## config.mk

```make
export PLATFORM = sky130hd
export DESIGN_NAME = bank_group_sched
export DESIGN_NICKNAME = d
export VERILOG_FILES = /design/src/rtl/bgs_pkg.sv /design/src/rtl/bgs_oldest.sv /design/src/rtl/bgs_busy.sv /design/src/rtl/bgs_queue.sv /design/src/rtl/bank_group_sched.sv
export SDC_FILE = /design/constraint.sdc
export NUM_CORES = 1
export LEC_CHECK = 0
export BUFFER_PORTS_ARGS = -buffer_cell sky130_fd_sc_hd__clkbuf_2
export CAP_MARGIN = 40
export CORE_ASPECT_RATIO = 1.25
export CORE_MARGIN = 1
export CORE_UTILIZATION = 45
export CTS_BUF_LIST = sky130_fd_sc_hd__clkbuf_2 sky130_fd_sc_hd__clkbuf_4 sky130_fd_sc_hd__clkbuf_8
export DETAILED_ROUTE_END_ITERATION = 6
export MAX_ROUTING_LAYER = met4
export PLACE_DENSITY = 0.7
export SYNTH_ARGS = -nofsm -noshare
export SYNTH_HDL_FRONTEND = slang
export SYNTH_SLANG_ARGS = --single-unit
```

## constraint.sdc

```tcl
create_clock -name clk -period 9.1 [get_ports clk]
set_input_delay 1.82 -clock clk [delete_from_list [all_inputs] [get_ports clk]]
set_output_delay 1.82 -clock clk [all_outputs]
set_load 0.01 [all_outputs]
```

## src/rtl/bgs_pkg.sv

```systemverilog
package bgs_pkg;
  typedef enum logic {
    CMD_ACTIVATE = 1'b0,
    CMD_ACCESS   = 1'b1
  } cmd_kind_e;

  typedef enum logic {
    DIR_ROW = 1'b0,
    DIR_COL = 1'b1
  } dir_e;
endpackage

```

## src/rtl/bgs_oldest.sv

```systemverilog
// Lowest index wins: index 0 is the oldest queue place.
module bgs_oldest #(
  parameter int N = 16,
  localparam int IW = (N > 1) ? $clog2(N) : 1
) (
  input  logic [N-1:0]  req,
  output logic          found,
  output logic [IW-1:0] idx
);
  always_comb begin
    found = |req;
    idx   = '0;
    for (int i = N - 1; i >= 0; i--) begin
      if (req[i]) idx = IW'(i);
    end
  end
endmodule

```

## src/rtl/bgs_busy.sv

```systemverilog
// One bit per bank/subarray pair; clear applies before set.
module bgs_busy #(
  parameter int SLOTS = 32,
  localparam int SW = $clog2(SLOTS)
) (
  input  logic             clk,
  input  logic             rst_n,
  input  logic             set_en,
  input  logic [SW-1:0]    set_idx,
  input  logic             clr_en,
  input  logic [SW-1:0]    clr_idx,
  output logic [SLOTS-1:0] busy
);
  logic [SLOTS-1:0] set_m, clr_m;

  always_comb begin
    set_m = '0;
    clr_m = '0;
    if (set_en) set_m[set_idx] = 1'b1;
    if (clr_en) clr_m[clr_idx] = 1'b1;
  end

  always_ff @(posedge clk or negedge rst_n) begin
    if (!rst_n) busy <= '0;
    else        busy <= (busy & ~clr_m) | set_m;
  end
endmodule

```

## src/rtl/bgs_queue.sv

```systemverilog
// Collapsing age-ordered queue: place 0 is oldest, removal shifts younger down.
module bgs_queue #(
  parameter int DEPTH  = 16,
  parameter int BANK_W = 2,
  parameter int SUB_W  = 3,
  parameter int ADDR_W = 32,
  localparam int IDX_W = $clog2(DEPTH),
  localparam int CNT_W = $clog2(DEPTH + 1)
) (
  input  logic              clk,
  input  logic              rst_n,
  input  logic              push,
  input  logic              push_orient,
  input  logic [BANK_W-1:0] push_bank,
  input  logic [SUB_W-1:0]  push_sub,
  input  logic [ADDR_W-1:0] push_addr,
  input  logic              push_write,
  input  logic              pop,
  input  logic [IDX_W-1:0]  pop_idx,
  input  logic              mark,
  input  logic [IDX_W-1:0]  mark_idx,
  output logic [CNT_W-1:0]  occ,
  output logic              full,
  output logic [DEPTH-1:0]  e_valid,
  output logic [DEPTH-1:0]  e_phase,
  output logic [DEPTH-1:0]  e_orient,
  output logic [DEPTH-1:0]  e_write,
  output logic [BANK_W-1:0] e_bank [DEPTH],
  output logic [SUB_W-1:0]  e_sub  [DEPTH],
  output logic [ADDR_W-1:0] e_addr [DEPTH]
);
  logic [CNT_W-1:0] wr_pos;

  assign wr_pos = occ - CNT_W'(pop);
  assign full   = (occ == CNT_W'(DEPTH));

  always_comb begin
    for (int i = 0; i < DEPTH; i++) e_valid[i] = (CNT_W'(i) < occ);
  end

  always_ff @(posedge clk or negedge rst_n) begin
    if (!rst_n) occ <= '0;
    else        occ <= occ + CNT_W'(push) - CNT_W'(pop);
  end

  // activation state, reset
  always_ff @(posedge clk or negedge rst_n) begin
    if (!rst_n) begin
      e_phase <= '0;
    end else begin
      for (int i = 0; i < DEPTH; i++) begin
        if (push && (CNT_W'(i) == wr_pos))
          e_phase[i] <= 1'b0;
        else if (pop && (IDX_W'(i) >= pop_idx))
          e_phase[i] <= (i < DEPTH - 1) ? e_phase[(i < DEPTH - 1) ? i + 1 : i] : 1'b0;
        else if (mark && (IDX_W'(i) == mark_idx))
          e_phase[i] <= 1'b1;
      end
    end
  end

  // payload, no reset needed
  always_ff @(posedge clk) begin
    for (int i = 0; i < DEPTH; i++) begin
      if (push && (CNT_W'(i) == wr_pos)) begin
        e_orient[i] <= push_orient;
        e_write[i]  <= push_write;
        e_bank[i]   <= push_bank;
        e_sub[i]    <= push_sub;
        e_addr[i]   <= push_addr;
      end else if (pop && (IDX_W'(i) >= pop_idx) && (i < DEPTH - 1)) begin
        e_orient[i] <= e_orient[i + 1];
        e_write[i]  <= e_write[i + 1];
        e_bank[i]   <= e_bank[i + 1];
        e_sub[i]    <= e_sub[i + 1];
        e_addr[i]   <= e_addr[i + 1];
      end
    end
  end
endmodule

```

## src/rtl/bank_group_sched.sv

```systemverilog
module bank_group_sched #(
  parameter int DEPTH     = 16,
  parameter int NUM_BANKS = 4,
  parameter int NUM_SUBS  = 8,
  parameter int ADDR_W    = 32,
  localparam int BANK_W    = $clog2(NUM_BANKS),
  localparam int SUB_W     = $clog2(NUM_SUBS)
) (
  input  logic              clk,
  input  logic              rst_n,
  input  logic              enq_valid,
  output logic              enq_ready,
  input  logic              enq_orient,
  input  logic [BANK_W-1:0] enq_bank,
  input  logic [SUB_W-1:0]  enq_sub,
  input  logic [ADDR_W-1:0] enq_addr,
  input  logic              enq_write,
  output logic              cmd_valid,
  input  logic              cmd_ready,
  output logic              cmd_access,
  output logic              cmd_orient,
  output logic [BANK_W-1:0] cmd_bank,
  output logic [SUB_W-1:0]  cmd_sub,
  output logic [ADDR_W-1:0] cmd_addr,
  output logic              cmd_write,
  input  logic              cpl_valid,
  input  logic [BANK_W-1:0] cpl_bank,
  input  logic [SUB_W-1:0]  cpl_sub
);
  import bgs_pkg::*;

  localparam int SLOT_W    = BANK_W + SUB_W;
  localparam int NUM_SLOTS = NUM_BANKS * NUM_SUBS;
  localparam int IDX_W     = $clog2(DEPTH);
  localparam int CNT_W     = $clog2(DEPTH + 1);

  logic [CNT_W-1:0]  occ;
  logic              full;
  logic [DEPTH-1:0]  e_valid, e_phase, e_orient, e_write;
  logic [BANK_W-1:0] e_bank [DEPTH];
  logic [SUB_W-1:0]  e_sub  [DEPTH];
  logic [ADDR_W-1:0] e_addr [DEPTH];
  logic [SLOT_W-1:0] slot_of [DEPTH];

  logic [NUM_SLOTS-1:0] busy_vec;
  logic [DEPTH-1:0]     act_req, acc_req;
  logic                 act_found, acc_found;
  logic [IDX_W-1:0]     act_idx, acc_idx, sel_idx;
  cmd_kind_e            sel_kind;
  logic                 grant, push, pop, mark;

  // first level: eligibility per queue place
  for (genvar i = 0; i < DEPTH; i++) begin : g_elig
    assign slot_of[i] = {e_bank[i], e_sub[i]};
    assign act_req[i] = e_valid[i] & ~e_phase[i] & ~busy_vec[slot_of[i]];
    assign acc_req[i] = e_valid[i] &  e_phase[i];
  end

  bgs_oldest #(.N(DEPTH)) u_act_pick (
    .req(act_req), .found(act_found), .idx(act_idx)
  );

  bgs_oldest #(.N(DEPTH)) u_acc_pick (
    .req(acc_req), .found(acc_found), .idx(acc_idx)
  );

  // second level: accesses beat activates on the shared path
  always_comb begin
    if (acc_found) begin
      sel_kind = CMD_ACCESS;
      sel_idx  = acc_idx;
    end else begin
      sel_kind = CMD_ACTIVATE;
      sel_idx  = act_idx;
    end
  end

  assign cmd_valid  = acc_found | act_found;
  assign cmd_access = (sel_kind == CMD_ACCESS);
  assign cmd_orient = e_orient[sel_idx];
  assign cmd_write  = e_write[sel_idx];
  assign cmd_bank   = e_bank[sel_idx];
  assign cmd_sub    = e_sub[sel_idx];
  assign cmd_addr   = e_addr[sel_idx];

  assign grant     = cmd_valid & cmd_ready;
  assign pop       = grant & (sel_kind == CMD_ACCESS);
  assign mark      = grant & (sel_kind == CMD_ACTIVATE);
  assign enq_ready = ~full;
  assign push      = enq_valid & enq_ready;

  bgs_queue #(
    .DEPTH(DEPTH), .BANK_W(BANK_W), .SUB_W(SUB_W), .ADDR_W(ADDR_W)
  ) u_queue (
    .clk(clk), .rst_n(rst_n),
    .push(push), .push_orient(enq_orient), .push_bank(enq_bank),
    .push_sub(enq_sub), .push_addr(enq_addr), .push_write(enq_write),
    .pop(pop), .pop_idx(sel_idx), .mark(mark), .mark_idx(sel_idx),
    .occ(occ), .full(full), .e_valid(e_valid), .e_phase(e_phase),
    .e_orient(e_orient), .e_write(e_write), .e_bank(e_bank),
    .e_sub(e_sub), .e_addr(e_addr)
  );

  bgs_busy #(.SLOTS(NUM_SLOTS)) u_busy (
    .clk(clk), .rst_n(rst_n),
    .set_en(mark), .set_idx(slot_of[sel_idx]),
    .clr_en(cpl_valid), .clr_idx({cpl_bank, cpl_sub}),
    .busy(busy_vec)
  );
endmodule

```

Yosys cells after proc, flatten, opt, wreduce, memory -nomap -nowiden
Index checks and enable logic that the tools add are counted.
{"block": "totals", "register_bits": 677}
{"block": "classes", "bitwise": 91, "magnitude_cmp": 54, "add_sub_neg": 3, "n_reduce_logical": 85, "n_eq_ne": 31, "n_mux": 286}
{"operator": "32-bit two-way mux", "count": 34}
{"operator": "4-bit two-way mux", "count": 33}
{"operator": "1-bit two-way mux", "count": 129}
{"operator": "32-bit binary-select mux with 4-bit select", "count": 1}
{"operator": "5-bit by 6-bit < comparator with 1-bit output, second input constant", "count": 18}
{"operator": "3-bit two-way mux", "count": 32}
{"operator": "1-bit binary-select mux with 5-bit select", "count": 16}
{"operator": "2-bit two-way mux", "count": 32}
{"operator": "1-bit AND", "count": 52}
{"operator": "1-bit logical AND", "count": 50}
{"operator": "3-bit nonzero test", "count": 16}
{"operator": "4-bit by 5-bit equality test with 1-bit output, first input constant", "count": 8}
{"operator": "4-bit by 5-bit < comparator with 1-bit output, first input constant", "count": 8}
{"operator": "1-bit inverter", "count": 34}
{"operator": "32-bit AND", "count": 1}
{"operator": "4-bit equality test, first input constant", "count": 8}
{"operator": "4-bit >= comparator, first input constant", "count": 8}
{"operator": "32-bit inverter", "count": 1}
{"operator": "32-bit bitwise OR", "count": 1}
{"operator": "16-bit OR reduction", "count": 2}
{"operator": "2-bit nonzero test", "count": 15}
{"operator": "5-bit binary-select mux with 4-bit select", "count": 1}
{"operator": "3-bit by 5-bit equality test with 1-bit output, first input constant", "count": 4}
{"operator": "3-bit by 5-bit < comparator with 1-bit output, first input constant", "count": 4}
{"operator": "other kinds (25)", "count": 42}

Depth between registers and ports, before layout
{"block": "depth", "depth_word": 31, "ltp_mapped": 22}

By module
Synthesis repeated with hierarchy kept, for this count alone.
{"block": "hier_totals", "hier_cells": 2456, "hier_area_um2": 38737.2}
{"mod": "bgs_queue", "area_per_inst_um2": 27844.2, "seq_area_each_um2": 19263.5, "n_inst": 1, "cells_per_inst": 1523}
{"mod": "bank_group_sched", "area_per_inst_um2": 9232.6, "seq_area_each_um2": 0.0, "n_inst": 1, "cells_per_inst": 742}
{"mod": "bgs_busy", "area_per_inst_um2": 1307.5, "seq_area_each_um2": 800.8, "n_inst": 1, "cells_per_inst": 123}
{"mod": "bgs_oldest", "area_per_inst_um2": 176.4, "seq_area_each_um2": 0.0, "n_inst": 2, "cells_per_inst": 34}

Worst setup path after synthesis
No wires, ideal clock.
{"block": "synth_timing", "path_kind": "flip-flop to flip-flop", "from": "register u_queue.occ[3]", "to": "register u_queue.e_addr[192] (netlist name), enable pin", "stages_incl_launch_ff": 20, "synth_period_minus_slack_ns": 6.510, "t_arrival_ns": 6.021, "setup_slack_ns": 2.590, "required_ns": 8.611, "setup_time_ns": 0.489, "path_buffers": 3, "cell_sequence": "dfrtp_1 inv_1 ha_1 buf_2 clkbuf_1 o21ai_0 a21oi_1 nand3_1 nor2_1 inv_1 nand2_1 inv_1 ha_1 ha_1 nand2_1 xnor2_1 nand2_1 or3_1 clkbuf_1 o21ai_0"}
{"block": "synth_between", "elab_cells_between_ends": 112, "cone_classes": "1 x add/sub; 17 x order compare; 2 x eq/ne; 34 x mux; 53 x bitwise; 5 x reduce/logical"}
{"element": "start: declaration", "line_no": "bgs_queue.sv:22", "text": "output logic [CNT_W-1:0] occ,"}
{"element": "start signal: assignment", "line_no": "bgs_queue.sv:43", "text": "else occ <= occ + CNT_W'(push) - CNT_W'(pop);"}
{"element": "1-bit by 5-bit < comparator with 1-bit output (tied with other cells)", "line_no": "bgs_queue.sv:38", "text": "for (int i = 0; i < DEPTH; i++) e_valid[i] = (CNT_W'(i) < occ);"}
{"element": "1-bit AND", "line_no": "bank_group_sched.sv:56", "text": "assign acc_req[i] = e_valid[i] & e_phase[i];"}
{"element": "16-bit OR reduction (*)", "line_no": "bgs_oldest.sv:11", "text": "found = |req;"}
{"element": "1-bit two-way mux (*)", "line_no": "bank_group_sched.sv:69", "text": "if (acc_found) begin"}
{"element": "net cmd_access", "line_no": "bank_group_sched.sv:20", "text": "output logic cmd_access,"}
{"element": "1-bit AND (*)", "line_no": "bank_group_sched.sv:87", "text": "assign pop = grant & (sel_kind == CMD_ACCESS);"}
{"element": "5-bit by 1-bit subtractor with 5-bit output", "line_no": "bgs_queue.sv:34", "text": "assign wr_pos = occ - CNT_W'(pop);"}
{"element": "4-bit by 5-bit equality test with 1-bit output", "line_no": "bgs_queue.sv:65", "text": "if (push && (CNT_W'(i) == wr_pos)) begin"}
{"element": "1-bit logical AND", "line_no": "bgs_queue.sv:65"}
{"element": "2-bit nonzero test (no source line) (*)"}
{"element": "end signal: indexed assignment", "line_no": "bgs_queue.sv:70", "text": "e_addr[i] <= push_addr;"}
{"element": "end signal: indexed assignment", "line_no": "bgs_queue.sv:76", "text": "e_addr[i] <= e_addr[i + 1];"}
{"element": "end: declaration", "line_no": "bgs_queue.sv:30", "text": "output logic [ADDR_W-1:0] e_addr [DEPTH]"}
Mark *: on every way through the listed nets, which the timed path passes. The rest lies on a longest branch.
A chain may end at the register's enable or synchronous reset.

Worst setup path after layout
{"block": "layout_timing", "from": "register u_queue.occ[3]", "to": "output cmd_addr[31]"}
{"block": "layout_between", "elab_chain_len": 24, "elab_cells_between_ends": 102, "cone_classes": "16 x order compare; 36 x mux; 49 x bitwise; 1 x reduce/logical"}
{"element": "4-bit by 5-bit < comparator with 1-bit output", "line_no": "bgs_queue.sv:38"}
{"element": "1-bit AND (2 in a row)", "line_no": "bank_group_sched.sv:55", "text": "assign act_req[i] = e_valid[i] & ~e_phase[i] & ~busy_vec[slot_of[i]];"}
{"element": "4-bit two-way mux (16 in a row)", "line_no": "bgs_oldest.sv:14", "text": "if (req[i]) idx = IW'(i);"}
{"element": "4-bit two-way mux (*)", "line_no": "bank_group_sched.sv:69"}
{"element": "4-bit inverter with 5-bit output (not written as such) (*)", "line_no": "bank_group_sched.sv:84", "text": "assign cmd_addr = e_addr[sel_idx];"}
{"element": "32-bit binary-select mux with 4-bit select (*)", "line_no": "bank_group_sched.sv:84"}
{"element": "32-bit two-way mux (not written as such) (*) (2 in a row)", "line_no": "bank_group_sched.sv:84"}
{"element": "end: declaration", "line_no": "bank_group_sched.sv:24", "text": "output logic [ADDR_W-1:0] cmd_addr,"}
Every way passes the cells marked *; elsewhere a longest branch is shown, timed or not. The select of a mux whose other input is x is not followed.

==> flow_summary.ini <==
[run_status]
status = finished, final reports clean

[power]
p_int_uw = 8056
leakagePower_uw = 0.01679
power.share.switching = 0.4025
p_sw_uw = 5426
clock_power_share = 0.196
powerDensity_nw_per_um2 = 304.1
ir_worst_vdd_uv = 312.8
p_seq_frac = 0.366
pwr-share-comb = 0.438
fin_total_pwr_uw = 13480

[timing]
report.final.hold_viol_count = 0
maxSlewViolCount = 0
skew_ps = 49.13
setup_ws_ps = 452.8
finalSetupTns_ps = 0
setup_viol = 0
fin_crit_sh = 0.9502
clock.fmax_mhz = 115.6
rsz0062_at_grt = false
relSlewSlack = 0.3462
min_period_ps = 8647
tightest_slew_ps = 980.7

[die]
die_area_um2 = 90740
start_util = 0.4551
core_um2 = 88530
die_h_um = 336.5
fp.dieW_um = 269.6
ios = 91
row_count = 122

[drt]
wl_per_cell_um = 27.94
postRouteAntennaNets = 0
drc = 0
drt-pass1-iter-count = 6
wirelength_mm = 124.7
vias = 28923
drt_iter0_drc = 3155
viasPerCell = 6.479

[clock_tree]
htreeDepth = 3
cts_buffers = 109
cts_resized = 0
clk_latency_ps = 740
tritoncts = yes
cts_root_buf = clkbuf_8
clkTransAtPathRegs_ps = 60
cts.hold.buffers_added = 0
cts_max_path_buffers = 3
cts.sinks = 677
post-cts-setup-buffers = 0

[critical_path]
crit_end = cmd_addr[31]
cp-end-kind = output pin
rrSetupSlack_ps = 2080
rr_startpoint = u_queue.occ[3]
slowest_stage = buf_4
cp.arrival_ps = 6830
r2r_end = u_queue.e_addr[486]
cp-start-kind = register
cp_top_family = buffers and inverters
critPathBufInv = 5
crit_chain = inv_1 > ha_1 > inv_1 > a311oi_2 > nand3_1 > or3_1 > nor2_1 > nor2_4 > a21oi_4 > buf_4 > buf_6 > mux2i_1 > mux4_2 > a21oi_1 > clkbuf_2
cp.required_ps = 7280
crit_type = register to output pin
crit_start = u_queue.occ[3]
cpMostUsedCell = inv_1
cp_slowest_stage_delay_ps = 590
cp_num_cells = 15
critPathMaxFanout = 62
reg2reg_depth = 18

[synth]
yosysUniqueCellTypes = 89
syn_avg_cell_area_um2 = 12.64
ys_ff_latch = 677
synth_area_leaders = edfxtp_1, mux2_2, mux2i_1, mux4_2, nand2_1
yosysWarnings = 0
yosys.area.top_type_share = 0.4651
syn-num-nets = 3249
syn_area_um2 = 40290
synth_cells = 3187
synth_seq_area_share = 0.4980
async_flop_share = 0.07829
yosysTopAreaCell = edfxtp_1
synth-edff-count = 624
synth_ff_type = edfxtp_1

[final_layout]
seq_area_um2 = 20060
area.growth.synth_to_final_pct = 10.04
multi_input_area_um2 = 19070
final_common_cell = edfxtp_1
drive_above_1_share = 0.3446
fillerInstances = 7683
most-common-layout-cells = edfxtp_1, mux2_2, nand2_1, mux2i_1, clkbuf_8
nets = 3258
fin_cells = 4464

[global_route]
grt_max_degree = 130
track_usage = 0.2787
grt_antenna_before_repair = 4
grt_pass1_wl_mm = 184.9
grt_pass1_vias = 28361
grt_overflow_total = 0

[place]
preCtsSetupSlack_ps = 927.7
gp_congestion = 1.000
place.detailed.hpwl_mm = 75.70
dpl.cell_count = 4263
portBuffers = 90

[min_path]
min-delay-start = u_queue.e_addr[338]
hp-class = register to register

[run]
maxCapViolations = 0
==> Yosys cell counts (6+ instances only) <==
library cell,count
a211o_1,6
a211oi_1,66
a21oi_1,70
a221oi_1,15
a22o_1,6
a22oi_1,23
a311oi_1,43
a31oi_1,55
and2_1,12
and3_1,81
buf_1,34
buf_2,53
buf_4,16
buf_6,9
clkbuf_1,171
dfrtp_1,53
edfxtp_1,624
ha_1,12
inv_1,40
mux2_2,593
mux2i_1,281
mux4_2,87
nand2_1,388
nand2b_1,15
nand3_1,33
nand3b_1,11
nand4_1,12
nor2_1,64
nor2b_1,33
nor3_1,9
nor4_1,11
o2111ai_1,7
o211ai_1,21
o21ai_0,72
o22ai_1,16
o41ai_2,30
==> final cells by class <==
class | instances | share of cell area
Inverter | 43 | 0.003810
Tap cell | 1178 | 0.03324
Antenna cell | 4 | 0.0002258
Multi-Input combinational cell | 2183 | 0.4302
Timing Repair Buffer | 182 | 0.03181
Clock inverter | 39 | 0.005475
Clock buffer | 158 | 0.04270
Sequential cell | 677 | 0.4526
==> through the flow <==
step	hold WS, ps	instance area (um^2)	utilization
6_report	552.5	44340	0.5008
5_1_grt	579.9	44340	0.5008
4_1_cts	556.5	44320	0.5005
3_5_place_dp	558.9	42180	0.4764
3_3_place_gp	555.3	41850	0.4727
2_1_floorplan	538.8	40290	-
==> layer usage <==
metal | track usage | share of wire | vias to the layer above
met3 | 0.04601 | 0.088 | 354
met2 | 0.4286 | 0.46 | 1656
met4 | 0.1360 | 0.052 | 0
met1 | 0.3588 | 0.40 | 14513
li1 | - | - | 12400
met5 | - | 0 | -
==> power groups by stage <==
stage	Combinational, uW	Sequential (uW)	Clock [uW]
3_3_place_gp	5670	4990	0
2_1_floorplan	4220	4680	0
3_5_place_dp	5820	4970	0
4_1_cts	5840	4920	2680
6_report	5900	4940	2640
5_1_grt	6280	5010	2800
==> state kept, by name, summed over array words and instances, names as in the netlist <==
| signal | count |
|---|---|
| u_queue.occ | 5 |
| u_queue.e_orient | 16 |
| u_queue.e_addr | 512 |
| u_queue.e_sub | 48 |
| u_queue.e_write | 16 |
| u_queue.e_phase | 16 |
| u_busy.busy | 32 |
| u_queue.e_bank | 32 |
==> worst register-to-register path, cell delays in order (launching register included) <==
cell and delay (ps):
dfrtp_1 410, inv_1 150, ha_1 540, inv_1 340, a311oi_2 540, nand3_1 530
nor2_1 330, inv_1 220, nand2_1 220, inv_1 170, ha_1 280, ha_1 250
nand2_1 90, xnor2_1 160, nand2_1 100, or3_1 650, nor2_4 840, buf_4 570
mux2_2 390
==> how the worst min path moves through the flow <==
| stage | depth (start not counted) | to | slack (ps) |
|---|---|---|---|
| 6_report | 1 | u_queue.e_addr[370] | 550 |
| 5_1_grt | 1 | u_queue.e_addr[438] | 580 |
| 4_1_cts | 1 | u_queue.e_addr[438] | 560 |
| 3_5_place_dp | 1 | u_queue.e_addr[414] | 560 |
| 3_3_place_gp | 1 | u_queue.e_orient[9] | 560 |
| 2_1_floorplan | 2 | u_queue.e_phase[4] | 540 |
==> kinds of logic (layout without fill, tap and decap cells) <==
kind of cell / Yosys count / count (layout) / synth area share
other: 0 / 4 / 0
and+or+nand+nor: 706 / 706 / 0.08232
xor gates and xnor gates: 8 / 8 / 0.001739
DFF: 677 / 677 / 0.4980
muxes: 966 / 966 / 0.2864
AOI/OAI and AO/OA: 490 / 490 / 0.09177
adders and majority gates: 13 / 13 / 0.004223
buffers and inverters: 327 / 422 / 0.03556
No activity file was read; power rests on OpenSTA's default activity.
